==> src/rtl/serial_rx_pkg.sv <==
package serial_rx_pkg;
  localparam int OVS = 16;

  typedef enum logic [2:0] {
    ST_HUNT,
    ST_START,
    ST_DATA,
    ST_PAR,
    ST_STOP,
    ST_HOLD
  } rx_state_e;
endpackage

==> src/rtl/rx_sync.sv <==
module rx_sync #(
  parameter int STAGES = 2
) (
  input  logic clk,
  input  logic rst,
  input  logic din,
  output logic dout
);
  logic [STAGES-1:0] chain_q;

  always_ff @(posedge clk) begin
    if (rst) chain_q <= '1;
    else     chain_q <= {chain_q[STAGES-2:0], din};
  end

  assign dout = chain_q[STAGES-1];
endmodule

==> src/rtl/rx_baud.sv <==
module rx_baud #(
  parameter int DIV_W = 16
) (
  input  logic             clk,
  input  logic             rst,
  input  logic [DIV_W-1:0] div,
  output logic             tick
);
  logic [DIV_W-1:0] cnt_q;

  always_ff @(posedge clk) begin
    if (rst) begin
      cnt_q <= '0;
      tick  <= 1'b0;
    end else if (cnt_q >= div) begin
      cnt_q <= '0;
      tick  <= 1'b1;
    end else begin
      cnt_q <= cnt_q + 1'b1;
      tick  <= 1'b0;
    end
  end
endmodule

==> src/rtl/rx_frame.sv <==
module rx_frame
  import serial_rx_pkg::*;
#(
  parameter int DW = 8
) (
  input  logic          clk,
  input  logic          rst,
  input  logic          tick,
  input  logic          rxd,
  input  logic          hunt_en,
  input  logic          cfg_bits7,
  input  logic          cfg_par_en,
  input  logic          cfg_par_odd,
  input  logic          cfg_stop2,
  output logic          done,
  output logic [DW-1:0] data,
  output logic          par_bad,
  output logic          stop_bad,
  output logic          busy
);
  localparam int CW = $clog2(OVS);
  localparam int BW = $clog2(DW + 1);
  localparam logic [CW-1:0] MID  = CW'(OVS / 2 - 1);
  localparam logic [CW-1:0] LAST = CW'(OVS - 1);

  rx_state_e     st_q;
  logic [CW-1:0] ocnt_q;
  logic [BW-1:0] bidx_q;
  logic [DW-1:0] sh_q;
  logic          pbit_q;
  logic [BW-1:0] nbits;
  logic [DW-1:0] algn;

  assign nbits = cfg_bits7 ? BW'(DW - 1) : BW'(DW);
  assign algn  = cfg_bits7 ? {1'b0, sh_q[DW-1:1]} : sh_q;
  assign busy  = (st_q != ST_HUNT);

  always_ff @(posedge clk) begin
    if (rst) begin
      st_q     <= ST_HUNT;
      ocnt_q   <= '0;
      bidx_q   <= '0;
      sh_q     <= '0;
      pbit_q   <= 1'b0;
      done     <= 1'b0;
      data     <= '0;
      par_bad  <= 1'b0;
      stop_bad <= 1'b0;
    end else begin
      done <= 1'b0;
      if (tick) begin
        case (st_q)
          ST_HUNT: begin
            if (hunt_en && !rxd) begin
              st_q   <= ST_START;
              ocnt_q <= '0;
            end
          end
          ST_START: begin
            if (ocnt_q == MID) begin
              ocnt_q <= '0;
              bidx_q <= '0;
              st_q   <= rxd ? ST_HUNT : ST_DATA;
            end else begin
              ocnt_q <= ocnt_q + 1'b1;
            end
          end
          ST_DATA: begin
            if (ocnt_q == LAST) begin
              ocnt_q <= '0;
              sh_q   <= {rxd, sh_q[DW-1:1]};
              bidx_q <= bidx_q + 1'b1;
              if (bidx_q == nbits - 1'b1)
                st_q <= cfg_par_en ? ST_PAR : ST_STOP;
            end else begin
              ocnt_q <= ocnt_q + 1'b1;
            end
          end
          ST_PAR: begin
            if (ocnt_q == LAST) begin
              ocnt_q <= '0;
              pbit_q <= rxd;
              st_q   <= ST_STOP;
            end else begin
              ocnt_q <= ocnt_q + 1'b1;
            end
          end
          ST_STOP: begin
            if (ocnt_q == LAST) begin
              ocnt_q   <= '0;
              done     <= 1'b1;
              data     <= algn;
              par_bad  <= cfg_par_en & (^algn ^ pbit_q ^ cfg_par_odd);
              stop_bad <= ~rxd;
              st_q     <= ST_HOLD;
            end else begin
              ocnt_q <= ocnt_q + 1'b1;
            end
          end
          ST_HOLD: begin
            // second stop bit is timed but never inspected; wait for a high line
            if (cfg_stop2 && ocnt_q != LAST) ocnt_q <= ocnt_q + 1'b1;
            else if (rxd)                    st_q   <= ST_HUNT;
          end
          default: st_q <= ST_HUNT;
        endcase
      end
    end
  end
endmodule

==> src/rtl/serial_rx_core.sv <==
module serial_rx_core #(
  parameter int DW    = 8,
  parameter int DIV_W = 16,
  parameter int SYNC  = 2
) (
  input  logic             clk,
  input  logic             rst,
  input  logic             rx_in,
  input  logic [DIV_W-1:0] cfg_div,
  input  logic             cfg_bits7,
  input  logic             cfg_par_en,
  input  logic             cfg_par_odd,
  input  logic             cfg_stop2,
  input  logic             irq_en,
  input  logic             rd_clr,
  input  logic             err_clr,
  output logic [DW-1:0]    rx_data,
  output logic             rx_full,
  output logic             err_ovr,
  output logic             err_frm,
  output logic             err_par,
  output logic             irq_rx,
  output logic             irq_err
);
  logic          rxd;
  logic          tick;
  logic          fr_done;
  logic [DW-1:0] fr_data;
  logic          fr_pbad;
  logic          fr_sbad;
  logic          fr_busy;
  logic          err_any;

  logic [DW-1:0] data_d;
  logic          full_d, ovr_d, frm_d, par_d;

  assign err_any = err_ovr | err_frm | err_par;

  rx_sync #(.STAGES(SYNC)) u_sync (
    .clk (clk),
    .rst (rst),
    .din (rx_in),
    .dout(rxd)
  );

  rx_baud #(.DIV_W(DIV_W)) u_baud (
    .clk (clk),
    .rst (rst),
    .div (cfg_div),
    .tick(tick)
  );

  rx_frame #(.DW(DW)) u_frame (
    .clk        (clk),
    .rst        (rst),
    .tick       (tick),
    .rxd        (rxd),
    .hunt_en    (~err_any),
    .cfg_bits7  (cfg_bits7),
    .cfg_par_en (cfg_par_en),
    .cfg_par_odd(cfg_par_odd),
    .cfg_stop2  (cfg_stop2),
    .done       (fr_done),
    .data       (fr_data),
    .par_bad    (fr_pbad),
    .stop_bad   (fr_sbad),
    .busy       (fr_busy)
  );

  always_comb begin
    data_d = rx_data;
    full_d = rx_full;
    ovr_d  = err_ovr;
    frm_d  = err_frm;
    par_d  = err_par;
    if (rd_clr) full_d = 1'b0;
    if (err_clr) begin
      ovr_d = 1'b0;
      frm_d = 1'b0;
      par_d = 1'b0;
    end
    if (fr_done) begin
      if (rx_full) begin
        ovr_d = 1'b1;
      end else begin
        data_d = fr_data;
        if (fr_pbad || fr_sbad) begin
          par_d = par_d | fr_pbad;
          frm_d = frm_d | fr_sbad;
        end else begin
          full_d = 1'b1;
        end
      end
    end
  end

  always_ff @(posedge clk) begin
    if (rst) begin
      rx_data <= '0;
      rx_full <= 1'b0;
      err_ovr <= 1'b0;
      err_frm <= 1'b0;
      err_par <= 1'b0;
      irq_rx  <= 1'b0;
      irq_err <= 1'b0;
    end else begin
      rx_data <= data_d;
      rx_full <= full_d;
      err_ovr <= ovr_d;
      err_frm <= frm_d;
      err_par <= par_d;
      irq_rx  <= irq_en & full_d;
      irq_err <= irq_en & (ovr_d | frm_d | par_d);
    end
  end
endmodule

==> config.mk <==
export PLATFORM = sky130hd
export DESIGN_NAME = serial_rx_core
export DESIGN_NICKNAME = d
export VERILOG_FILES = /design/src/rtl/serial_rx_pkg.sv /design/src/rtl/rx_sync.sv /design/src/rtl/rx_baud.sv /design/src/rtl/rx_frame.sv /design/src/rtl/serial_rx_core.sv
export SDC_FILE = /design/constraint.sdc
export NUM_CORES = 1
export LEC_CHECK = 0
export BUFFER_PORTS_ARGS = -buffer_cell sky130_fd_sc_hd__buf_4
export CAP_MARGIN = 20
export CORE_UTILIZATION = 58
export DETAILED_ROUTE_END_ITERATION = 8
export GPL_TIMING_DRIVEN = 0
export PLACE_DENSITY = 0.86
export SLEW_MARGIN = 20
export SYNTH_ARGS = -nofsm -noshare
export SYNTH_HDL_FRONTEND = slang
export SYNTH_HIERARCHICAL = 1
export SYNTH_SLANG_ARGS = --single-unit
==> constraint.sdc <==
create_clock -name clk -period 2.5 [get_ports clk]
set_input_delay 0.125 -clock clk [delete_from_list [all_inputs] [get_ports clk]]
set_output_delay 0.125 -clock clk [all_outputs]
set_load 0.02 [all_outputs]
* Word-level counts from Yosys, hierarchy flattened *
Index checks and enable logic that the tools add are counted.
W data, S select, Z words.

cells by class
  add/subtract/negate cells = 4
  magnitude comparators = 1
  equal/unequal tests = 18
  reduce and logical (&&, ||, !) cells = 18
  muxes and demuxes = 38
  bitwise logic cells = 16

operators by type and width
  kind                     count
  $mux W4                  7
  $mux W3                  9
  $pmux W3 S6              1
  $mux W1                  17
  $add A16 B1 Y16 const B  1
  $ge A16 B16 Y1           1
  $pmux W4 S4              1
  $ne A2 B1 Y1 const B     7
  $reduce_and A3 Y1        3
  $reduce_and A9 Y1        1
  $add A4 B1 Y4 const B    2
  $mux W8                  1
  $pmux W4 S2              1
  $reduce_and A4 Y1        2
  $reduce_xor A8 Y1        1
  $eq A3 B2 Y1 const B     2
  $eq A3 B3 Y1 const B     2
  $or A1 B1 Y1             6
  $reduce_or A3 Y1         2
  $not A1 Y1               5
  $eq A4 B3 Y1 const B     1
  $eq A4 B4 Y1             1
  $eq A4 B4 Y1 const B     1
  $ne A2 B2 Y1 const B     2
  14 further kinds         18

storage, ports and cells
  logic and storage cells = 114
  output and inout bits = 14
  input bits = 26
  flip-flop bits (word level) = 64

* Logic depth before layout (Yosys ltp) *
Gate-level depths: netlist (run 1).

  word-level depth = 8
  depth in mapped cells = 8

* Hierarchy *
Netlist (run 1), hierarchy kept.

modules (own cells, without submodules)
  module          area an instance (µm²)  instances  cells an instance  sequential area each (µm²)
  rx_frame        1,620.3                 1          187                620.6
  rx_baud         1,239.9                 1          133                340.3
  serial_rx_core  516.7                   1          60                 280.3
  rx_sync         52.6                    1          4                  40.0

* Worst setup path before layout (run 1) *
No wires, ideal clock.

  kind = register -> register
  start = register u_baud.cnt_q[2]
  end = register u_baud.cnt_q[2]
  library setup time = 73 ps
  stages on the path, launching flop included = 8
  period minus slack after synthesis = 1,728 ps
  required time = 2,427 ps
  data arrival time = 1,655 ps
  path slack = 772 ps
  cells stage by stage = dfxtp_1 ha_1 a211oi_2 o21ai_1 a221oi_2 o21ai_2 buf_6 nor3_2

on the way
  longest elaborated chain between the ends = 2
  elaborated cells between the ends (all ways) = 3

ends and longest elaborated chain
  what                        line           source
  start, declared             rx_baud.sv:9   logic [DIV_W-1:0] cnt_q;
  start signal, assigned      rx_baud.sv:19  cnt_q <= cnt_q + 1'b1;
  $ge A16 B16 Y1              rx_baud.sv:15  end else if (cnt_q >= div) begin
  $reduce_or A2 Y1 (no line)  -

Several ways; a longest one is shown, not always the timed one.
A chain may end at the register's enable or synchronous reset.

* Worst setup path in the final report (run 1) *
  start = register u_baud.cnt_q[0]
  end = register u_baud.cnt_q[2]

Same word-level chain as after synthesis.

==> summary.md, run 1 <==
| Metric | Value |
|---|---|
| Status | finished, final reports clean |
| FF-to-FF Start | u_baud/cnt_q[0] |
| Post-CTS Setup Repair Bufs | 0 |
| Vias in the first global route | 2736 |
| HPWL after detailed placement | 5040 microns |
| R2R setup slack | 510 ps |
| # diodes | 0 |
| CP Launch Type | flop |
| WL final | 7080 microns |
| Peak VDD IR | 0.000430 V |
| Hold_ws | 34.1 ps |
| Fin. max-slew vios | 0 |
| Top Ports | 40 |
| First drt pass iteration count | 4 |
| Die area | 0.00622 sq mm |
| Post-layout util | 0.721 |
| Required time of the worst setup path | 2730 ps |
| Initial DRC Count | 193 |
| Register bit count reported by yosys | 64 |
| Commonest non-fill, non-tap cell in the layout | dfxtp_1 |
| Pwr dens | 533 mW/mm^2 |
| Worst Max-Slew Pin Slew | 595 ps |
| Num CTS Buffers | 9 |
| Max FO, Critical Path | 10 |
| TritonCTS clock tree | built |
| Mapped Cells | 384 |
| Worst R2R Path Depth | 8 |
| Std cell rows | 27 |
| Critical path data arrival time | 2220 ps |
| Hold Startpoint | rst |
| Setup TNS | 0 ps |
| Hold Crit Class | primary input to flop |
| Area leader, netlist | dfxtp_1 |
| Tmin final | 1990 ps |
| Clk Latency, worst-skew pair | 340 ps |
| Max Cap Viol | 0 |
| Total gr overflow | 0 |
| Core area | 0.00561 sq mm |
| Worst reg2reg endpoint | u_baud/cnt_q[2] |
| Commonest cells after routing, fill and taps aside | dfxtp_1, buf_4, nor2_1 |
| Synth Flop Type | dfxtp_1 |
| Clock Skew | 8.12 ps |
| Endpoints failing hold | 0 |
| Initial Utilization | 0.612 |
| Max transition margin | 0.604 |
| FILL cells | 416 |
| Synth cell types | 54 |
| Fmax | 503 MHz |
| DRT antenna net count | 0 |
| Setup CP Type | flop to flop |
| Tcrit/Tclk final | 0.796 |
| DR DRC count | 0 |
| Total track usage | 0.248 |
| Vias | 2871 |
| CTS resizes | 0 |
| Avg Cell Area, Syn | 8.93 sq um |
| Post-synth EDFFs | 0 |
| Nets@finish | 479 |
| Leak | 1.59 nW |
| Die height | 78.9 microns |
| Port bufs | 38 |
| Bufs on Longest Clock Path | 2 |
| RSZ-0062 raised after global routing | no |
| Largest net degree at the start of global routing | 14 |
| Mapped Area | 0.00343 sq mm |
| Hold_buf cts | 1 |
| Clk Tree Root Cell | clkbuf_8 |
| H-tree depth | 3 |
| Share of cells above drive strength 1 | 0.228 |
| Area grow syn2layout | 17.8% |
| Syn nets | 429 |
| # setup viols final | 0 |
| Crit end category | flop |
| Global-route wire length before repair | 12000 microns |
| Worst Hold Path Cells | 2 |
| Top-area cell type share of the netlist area | 0.374 |
| Yosys Warn Count | 6 |
| DIE WIDTH | 78.9 microns |
| Avg WL per Cell | 13.9 microns |
| CTS Sinks | 64 |
| Worst hold path endpoint | rx_data[1] |
| Ranking of synthesized cells by area | dfxtp_1, ha_1, mux2i_1 |
| DR vias/cell | 5.62 |
| Sequential fraction of the synthesis area | 0.374 |
| Initial antenna violation count | 0 |
| Clock-pin transition on the worst setup and hold timing paths | 80 ps |
| GPL Wtd Cong | 0.855 |
| FFs w/ async S/R, synth | 0 |
-- metrics by stage --
step / power [mW] / area [sq um] / instances / setup WS, ps
finish: 2.15 / 4040 / 511 / 511
global route: 2.23 / 4040 / 511 / 417
CTS: 2.17 / 4040 / 511 / 499
detailed placement: 1.17 / 3800 / 494 / 524
global placement: 1.17 / 3800 / 494 / 586
floorplan: 1.12 / 3430 / 384 / 772
-- cell type report --
class | instances | area (sq um) | share of cell area
Multi-Input combinational cell | 276 | 1920 | 0.475
Sequential cell | 64 | 1280 | 0.317
Clock inverter | 7 | 103 | 0.0254
Tap cell | 72 | 90.1 | 0.0223
Inverter | 28 | 105 | 0.0260
Buffer | 16 | 124 | 0.0307
Timing Repair Buffer | 39 | 295 | 0.0731
Clock buffer | 9 | 124 | 0.0307
-- worst max-delay path, cell delays in order (launching register included) --
cell and delay [ps]:
dfxtp_1 420, inv_1 70, ha_1 260, and2b_2 200, o21ai_1 170, a221oi_2 90
o21ai_2 360, buf_6 240, nor3_2 60
-- per-layer routing --
metal | part of all wire | global-route usage
met3 | 0.041 | 0.0414
met5 | 0 | 0
met1 | 0.43 | 0.286
met2 | 0.51 | 0.440
met4 | 0.017 | 0.125
-- cell usage after synthesis (2+ instances only) --
library cell  number
nand3_1           18
xor2_1             5
o21ai_0            9
nor3b_1            2
nor3_1            10
o2111ai_1          2
o211ai_1           2
or2_2              2
xnor2_1           17
o21a_1             2
and3_1             2
or2_1              3
nor2_1            37
inv_1             27
nor3_2            14
a22oi_1            3
clkbuf_1           4
mux2i_1           16
nor4_2             3
a31oi_1            4
ha_1              19
o21ai_1            5
a211oi_1           6
nand4_1            4
nand3b_1           2
nand2_1           34
buf_6              7
a211oi_2           3
dfxtp_1           64
a21oi_1           26
nand2b_1           4
buf_2              3
nor2b_1            3
buf_4              2
-- kinds of logic (layout without fill, tap and decap cells) --
group	after synthesis	count (layout)	share of synthesized area
AO/OA/AOI/OAI	69	69	0.138
XOR/XNOR	23	23	0.0627
adder cells (fa/ha/maj)	19	19	0.0693
buffers and inverters	44	99	0.0668
flip-flops	64	64	0.374
multiplexers	16	16	0.0467
AND/OR/NAND/NOR	149	149	0.243
-- worst max-delay path by stage --
stage	startpoint	endpoint	slack, ps
after floorplan	u_baud/cnt_q[2]	u_baud/cnt_q[2]	770
after global placement	u_baud/cnt_q[0]	u_baud/cnt_q[5]	590
after detailed placement	u_baud/cnt_q[0]	u_baud/cnt_q[2]	520
after CTS	u_baud/cnt_q[0]	u_baud/cnt_q[2]	500
after global routing	u_baud/cnt_q[0]	u_baud/cnt_q[9]	420
final	u_baud/cnt_q[0]	u_baud/cnt_q[2]	510
-- state kept, by name, summed over array words and instances, names as in the netlist --
register and count:
u_frame/pbit_q 1, u_frame/par_bad 1, u_baud/tick 1, err_par 1, irq_err 1, u_frame/sh_q 8
rx_full 1, u_frame/data 8, irq_rx 1, u_baud/cnt_q 16, err_ovr 1, u_frame/st_q 3
u_frame/ocnt_q 4, u_frame/done 1, u_sync/chain_q 2, u_frame/bidx_q 4, err_frm 1, u_frame/stop_bad 1
rx_data 8
-- power by group --
| group | total, mW | internal [mW] | switching (mW) |
|---|---|---|---|
| sequential | 1.03 | 1.02 | 0.00680 |
| combinational | 0.117 | 0.0573 | 0.0596 |
| clock | 1.00 | 0.571 | 0.433 |
| total | 2.15 | 1.65 | 0.500 |
No activity file was read; power rests on OpenSTA's default activity.
==> run 2, diff against run 1 <==
CORE_UTILIZATION = 53   (was 58)
PLACE_DENSITY = 0.83   (was 0.86)
clock period = 1.7 ns   (was 2.5 ns; I/O delays follow)
==> summary.md, run 2 (synthesis results as in run 1) <==
| Metric | Value |
|---|---|
| Bufs on Longest Clock Path | 2 |
| Hold_ws | 43.0 ps |
| Max Cap Viol | 0 |
| Core area | 0.00610 sq mm |
| Largest reg by FF count | u_baud/cnt_q |
| # setup viols final | 17 |
| Crit end category | flop |
| DR DRC count | 0 |
| Required time of the worst setup path | 1920 ps |
| Slowest stage delay, CP | 360 ps |
| Fin. max-slew vios | 0 |
| Hold Crit Class | primary input to flop |
| Slowest CP cell | dfxtp_4 |
| Pwr dens | 733 mW/mm^2 |
| Clk Tree Root Cell | clkbuf_8 |
| Worst setup margin | -128 ps |
| Num CTS Buffers | 9 |
| First drt pass iteration count | 4 |
| Critical path data arrival time | 2050 ps |
| Peak VDD IR | 0.000621 V |
| Worst Hold Path Cells | 3 |
| CTS Sinks | 64 |
| TritonCTS clock tree | built |
| Share of cells above drive strength 1 | 0.313 |
| Total track usage | 0.237 |
| Status | complete, but fails checks |
| Avg WL per Cell | 14.5 microns |
| Commonest non-fill, non-tap cell in the layout | dfxtp_1 |
| Max reg flops | 16 |
| Commonest cells after routing, fill and taps aside | dfxtp_1, buf_4, nor2_1 |
| FILL cells | 420 |
| Area grow syn2layout | 27.3% |
| DRT antenna net count | 0 |
| Total gr overflow | 0 |
| GPL Wtd Cong | 0.836 |
| DIE WIDTH | 82.4 microns |
| Port bufs | 38 |
| Worst Max-Slew Pin Slew | 600 ps |
| Vias in the first global route | 2684 |
| Tmin final | 1830 ps |
| Clock-pin transition on the worst setup and hold timing paths | 70 ps |
| Setup CP Type | flop to flop |
| Largest delay contributor family on the critical path | compound AO/OA/AOI/OAI gates |
| Initial antenna violation count | 0 |
| Largest net degree at the start of global routing | 14 |
| Die height | 82.4 microns |
| Leak | 1.66 nW |
| Fmax | 547 MHz |
| Vias | 2925 |
| WL final | 7600 microns |
| Placed Instances | 497 |
| Critical Path Stages | 7 |
| CP cell instances | ha_4 > a211oi_4 > o21ai_2 > a221oi_2 > o21ai_4 > buf_6 > o21a_1 |
| Nets@finish | 490 |
| Endpoints failing hold | 0 |
| Std cell rows | 28 |
| Max transition margin | 0.600 |
| Worst R2R Path Depth | 7 |
| H-tree depth | 3 |
| CP Launch Type | flop |
| HPWL after detailed placement | 4920 microns |
| Initial DRC Count | 134 |
| RSZ-0062 raised after global routing | yes |
| Post-route insts no fill | 525 |
| Design Power | 3.20 mW |
| Initial Utilization | 0.563 |
| Die area | 0.00680 sq mm |
| Tcrit/Tclk final | 1.08 |
| Clk Latency, worst-skew pair | 340 ps |
| Max FO, Critical Path | 5 |
| Top Ports | 40 |
| Buf/Inv on CP | 1 |
| # diodes | 0 |
| Clock Skew | 10.5 ps |
| DR vias/cell | 5.57 |
| Failing checks | negative setup slack |
| Global-route wire length before repair | 11900 microns |
-- run 2: what timing repair did --
item / 4_1_cts / 5_1_grt
endpoints found under the setup margin: 25 / 28
gates cloned: 1 / 0
hold buffers: 3 / 0
buffers inserted: 8 / 0
endpoints found under the hold margin: 5 / 0
resized for setup: 33 / 16
pin swaps: 14 / 8
-- run 2: path summary, 6_finish.rpt --
kind,start,to,slack [ps]
setup reg to reg,u_baud/cnt_q[2],u_baud/tick,-130
hold reg to reg,u_sync/chain_q[0],u_sync/chain_q[1],420
setup / recovery,u_baud/cnt_q[2],u_baud/tick,-130
hold / removal,cfg_par_en,u_frame/par_bad,40
-- run 2: cell type report --
class	instances	area, sq um	area share
buffer	16	136	0.0312
clock buffer	9	124	0.0284
clock inverter	7	103	0.0235
inverter	28	105	0.0241
multi-input combinational	276	2090	0.478
sequential	64	1310	0.300
tap	75	93.8	0.0215
timing repair buffer	50	404	0.0926
-- run 2: where the power goes --
part / switching (mW) / internal, mW
registers: 0.00711 / 1.50
logic: 0.113 / 0.111
clock network: 0.628 / 0.840
-- run 2: per-stage QoR --
stage          TNS [ps]  cell area, sq um  worst slack [ps]  utilization
2_1_floorplan         0              3440              17.2            -
3_3_place_gp      -1670              3810              -156        0.626
3_5_place_dp      -2070              3810              -168        0.626
4_1_cts            -144              4300             -56.6        0.706
5_1_grt           -2020              4370              -177        0.716
6_report          -1070              4370              -128        0.716
-- run 2: worst reg2reg max path, cell delays in order (launching register included) --
cell	delay [ps]
dfxtp_4	360
ha_4	230
a211oi_4	240
o21ai_2	110
a221oi_2	310
o21ai_4	160
buf_6	150
o21a_1	170
-- run 2: routing by layer --
metal | GRT usage | part of all wire | up-vias
met4 | 0.111 | 0.020 | 0
met3 | 0.0571 | 0.041 | 14
met5 | 0 | 0 | -
met2 | 0.437 | 0.53 | 78
li1 | - | - | 1465
met1 | 0.252 | 0.41 | 1368
==> run 3, diff against run 2 <==
ABC_AREA = 1   (was not set)
==> summary.md, run 3 <==
| Metric | Value |
|---|---|
| Required time of the worst setup path | 1980 ps |
| Post-layout util | 0.670 |
| Post-route insts no fill | 640 |
| CP Launch Type | flop |
| Tmin final | 1650 ps |
| Clk Latency, worst-skew pair | 350 ps |
| # setup viols final | 0 |
| Mapped Area | 0.00347 sq mm |
| Design area | 0.00425 sq mm |
| Crit end category | flop |
| Setup TNS | 0 ps |
| Clk Tree Root Cell | clkbuf_8 |
| Tcrit/Tclk final | 0.970 |
| Status | finished, final reports clean |
| Avg Cell Area, Syn | 6.97 sq um |
| Commonest cells after routing, fill and taps aside | nand2_1, inv_1, nor2_1 |
| Clock Skew | 6.61 ps |
| Total track usage | 0.217 |
| Pwr dens | 749 mW/mm^2 |
| GPL Wtd Cong | 0.876 |
| Share of cells above drive strength 1 | 0.213 |
| # diodes | 0 |
| Hold Crit Class | primary input to flop |
| Syn nets | 543 |
| Area grow syn2layout | 22.5% |
| Setup CP Type | flop to flop |
| DIE WIDTH | 82.9 microns |
| Peak VDD IR | 0.000572 V |
| DR DRC count | 0 |
| Area after DPL | 0.00386 sq mm |
| Clock-pin transition on the worst setup and hold timing paths | 80 ps |
| Die height | 82.9 microns |
| DR vias/cell | 5.08 |
| Total gr overflow | 0 |
| Max Cap Viol | 0 |
| Initial DRC Count | 179 |
| Leak | 1.98 nW |
| Worst Max-Slew Pin Slew | 507 ps |
| Avg WL per Cell | 11.5 microns |
| Global-route wire length before repair | 12300 microns |
| Top Ports | 40 |
| Placed Instances | 614 |
| Largest net degree at the start of global routing | 15 |
| Num CTS Buffers | 9 |
| WL final | 7330 microns |
| Design Power | 3.18 mW |
| Max reg flops | 16 |
| Critical path data arrival time | 1930 ps |
| Port bufs | 39 |
| Endpoints failing hold | 0 |
| DRT antenna net count | 0 |
| H-tree depth | 3 |
| Bufs on Longest Clock Path | 2 |
| Vias in the first global route | 3052 |
| CTS Sinks | 64 |
| Largest reg by FF count | u_baud/cnt_q |
| Die area | 0.00688 sq mm |
| Max FO, Critical Path | 7 |
| Fmax | 606 MHz |
| Std cell rows | 29 |
| Mapped Cells | 498 |
| TritonCTS clock tree | built |
| Vias | 3249 |
| Nets@finish | 603 |
| Initial antenna violation count | 0 |
| Core area | 0.00635 sq mm |
| HPWL after detailed placement | 5380 microns |
| First drt pass iteration count | 4 |
| Max transition margin | 0.662 |
| Yosys Warn Count | 6 |
| Fin. max-slew vios | 0 |
| Initial Utilization | 0.547 |
| Commonest non-fill, non-tap cell in the layout | nand2_1 |
## run 3: layer usage
| layer | vias to the layer above | global-route usage | routed length [microns] |
|---|---|---|---|
| met4 | 0 | 0.118 | 140 |
| met3 | 10 | 0.0447 | 291 |
| li1 | 1699 | - | - |
| met5 | - | 0 | 0 |
| met1 | 1472 | 0.240 | 3180 |
| met2 | 68 | 0.387 | 3720 |
## run 3: critical path, stage by stage, from the launching register on
cell and delay, ps:
dfxtp_1 430, ha_1 270, nand2_1 60, inv_1 40
nand2_1 90, nor2_2 40, nor2_2 90, nand2_2 70
nand2_2 80, nand3_4 140, clkbuf_16 200, nor2_2 70
## run 3: path summary, 6_finish.rpt
check,cells after the start,slack (ps),start,to
setup / recovery,11,50,u_baud/cnt_q[4],u_baud/cnt_q[3]
hold / removal,2,30,rst,err_ovr
setup reg to reg,11,50,u_baud/cnt_q[4],u_baud/cnt_q[3]
hold reg to reg,2,420,u_sync/chain_q[0],u_sync/chain_q[1]
## run 3: cell type report
type	instances	area, sq um
tap	77	96.3
timing repair buffer	49	393
multi-input combinational	348	1880
inverter	79	302
sequential	64	1300
fill	510	2100
clock buffer	9	124
clock inverter	7	96.3
buffer	7	66.3
## run 3: through the flow
stage	setup WS, ps	hold slack [ps]
after floorplan	204	154
after global placement	20.9	261
after detailed placement	-67.5	264
after CTS	6.07	23.0
after global routing	-18.4	25.5
final	50.5	32.0
## run 3: power by group
| group | switching, mW | internal, mW | leakage (nW) |
|---|---|---|---|
| combinational | 0.116 | 0.104 | 1.35 |
| clock | 0.622 | 0.827 | 0.113 |
| sequential | 0.0102 | 1.51 | 0.521 |
| total | 0.748 | 2.44 | 1.98 |
## run 3: what timing repair did
| action | CTS | global route |
|---|---|---|
| pin swaps | 1 | 8 |
| hold buffers | 3 | 0 |
| buffers inserted | 2 | 4 |
| resized for setup | 5 | 23 |
| endpoints found under the setup margin | 18 | 31 |
| hold endpoints to repair | 3 | 0 |
| gates cloned | 0 | 1 |
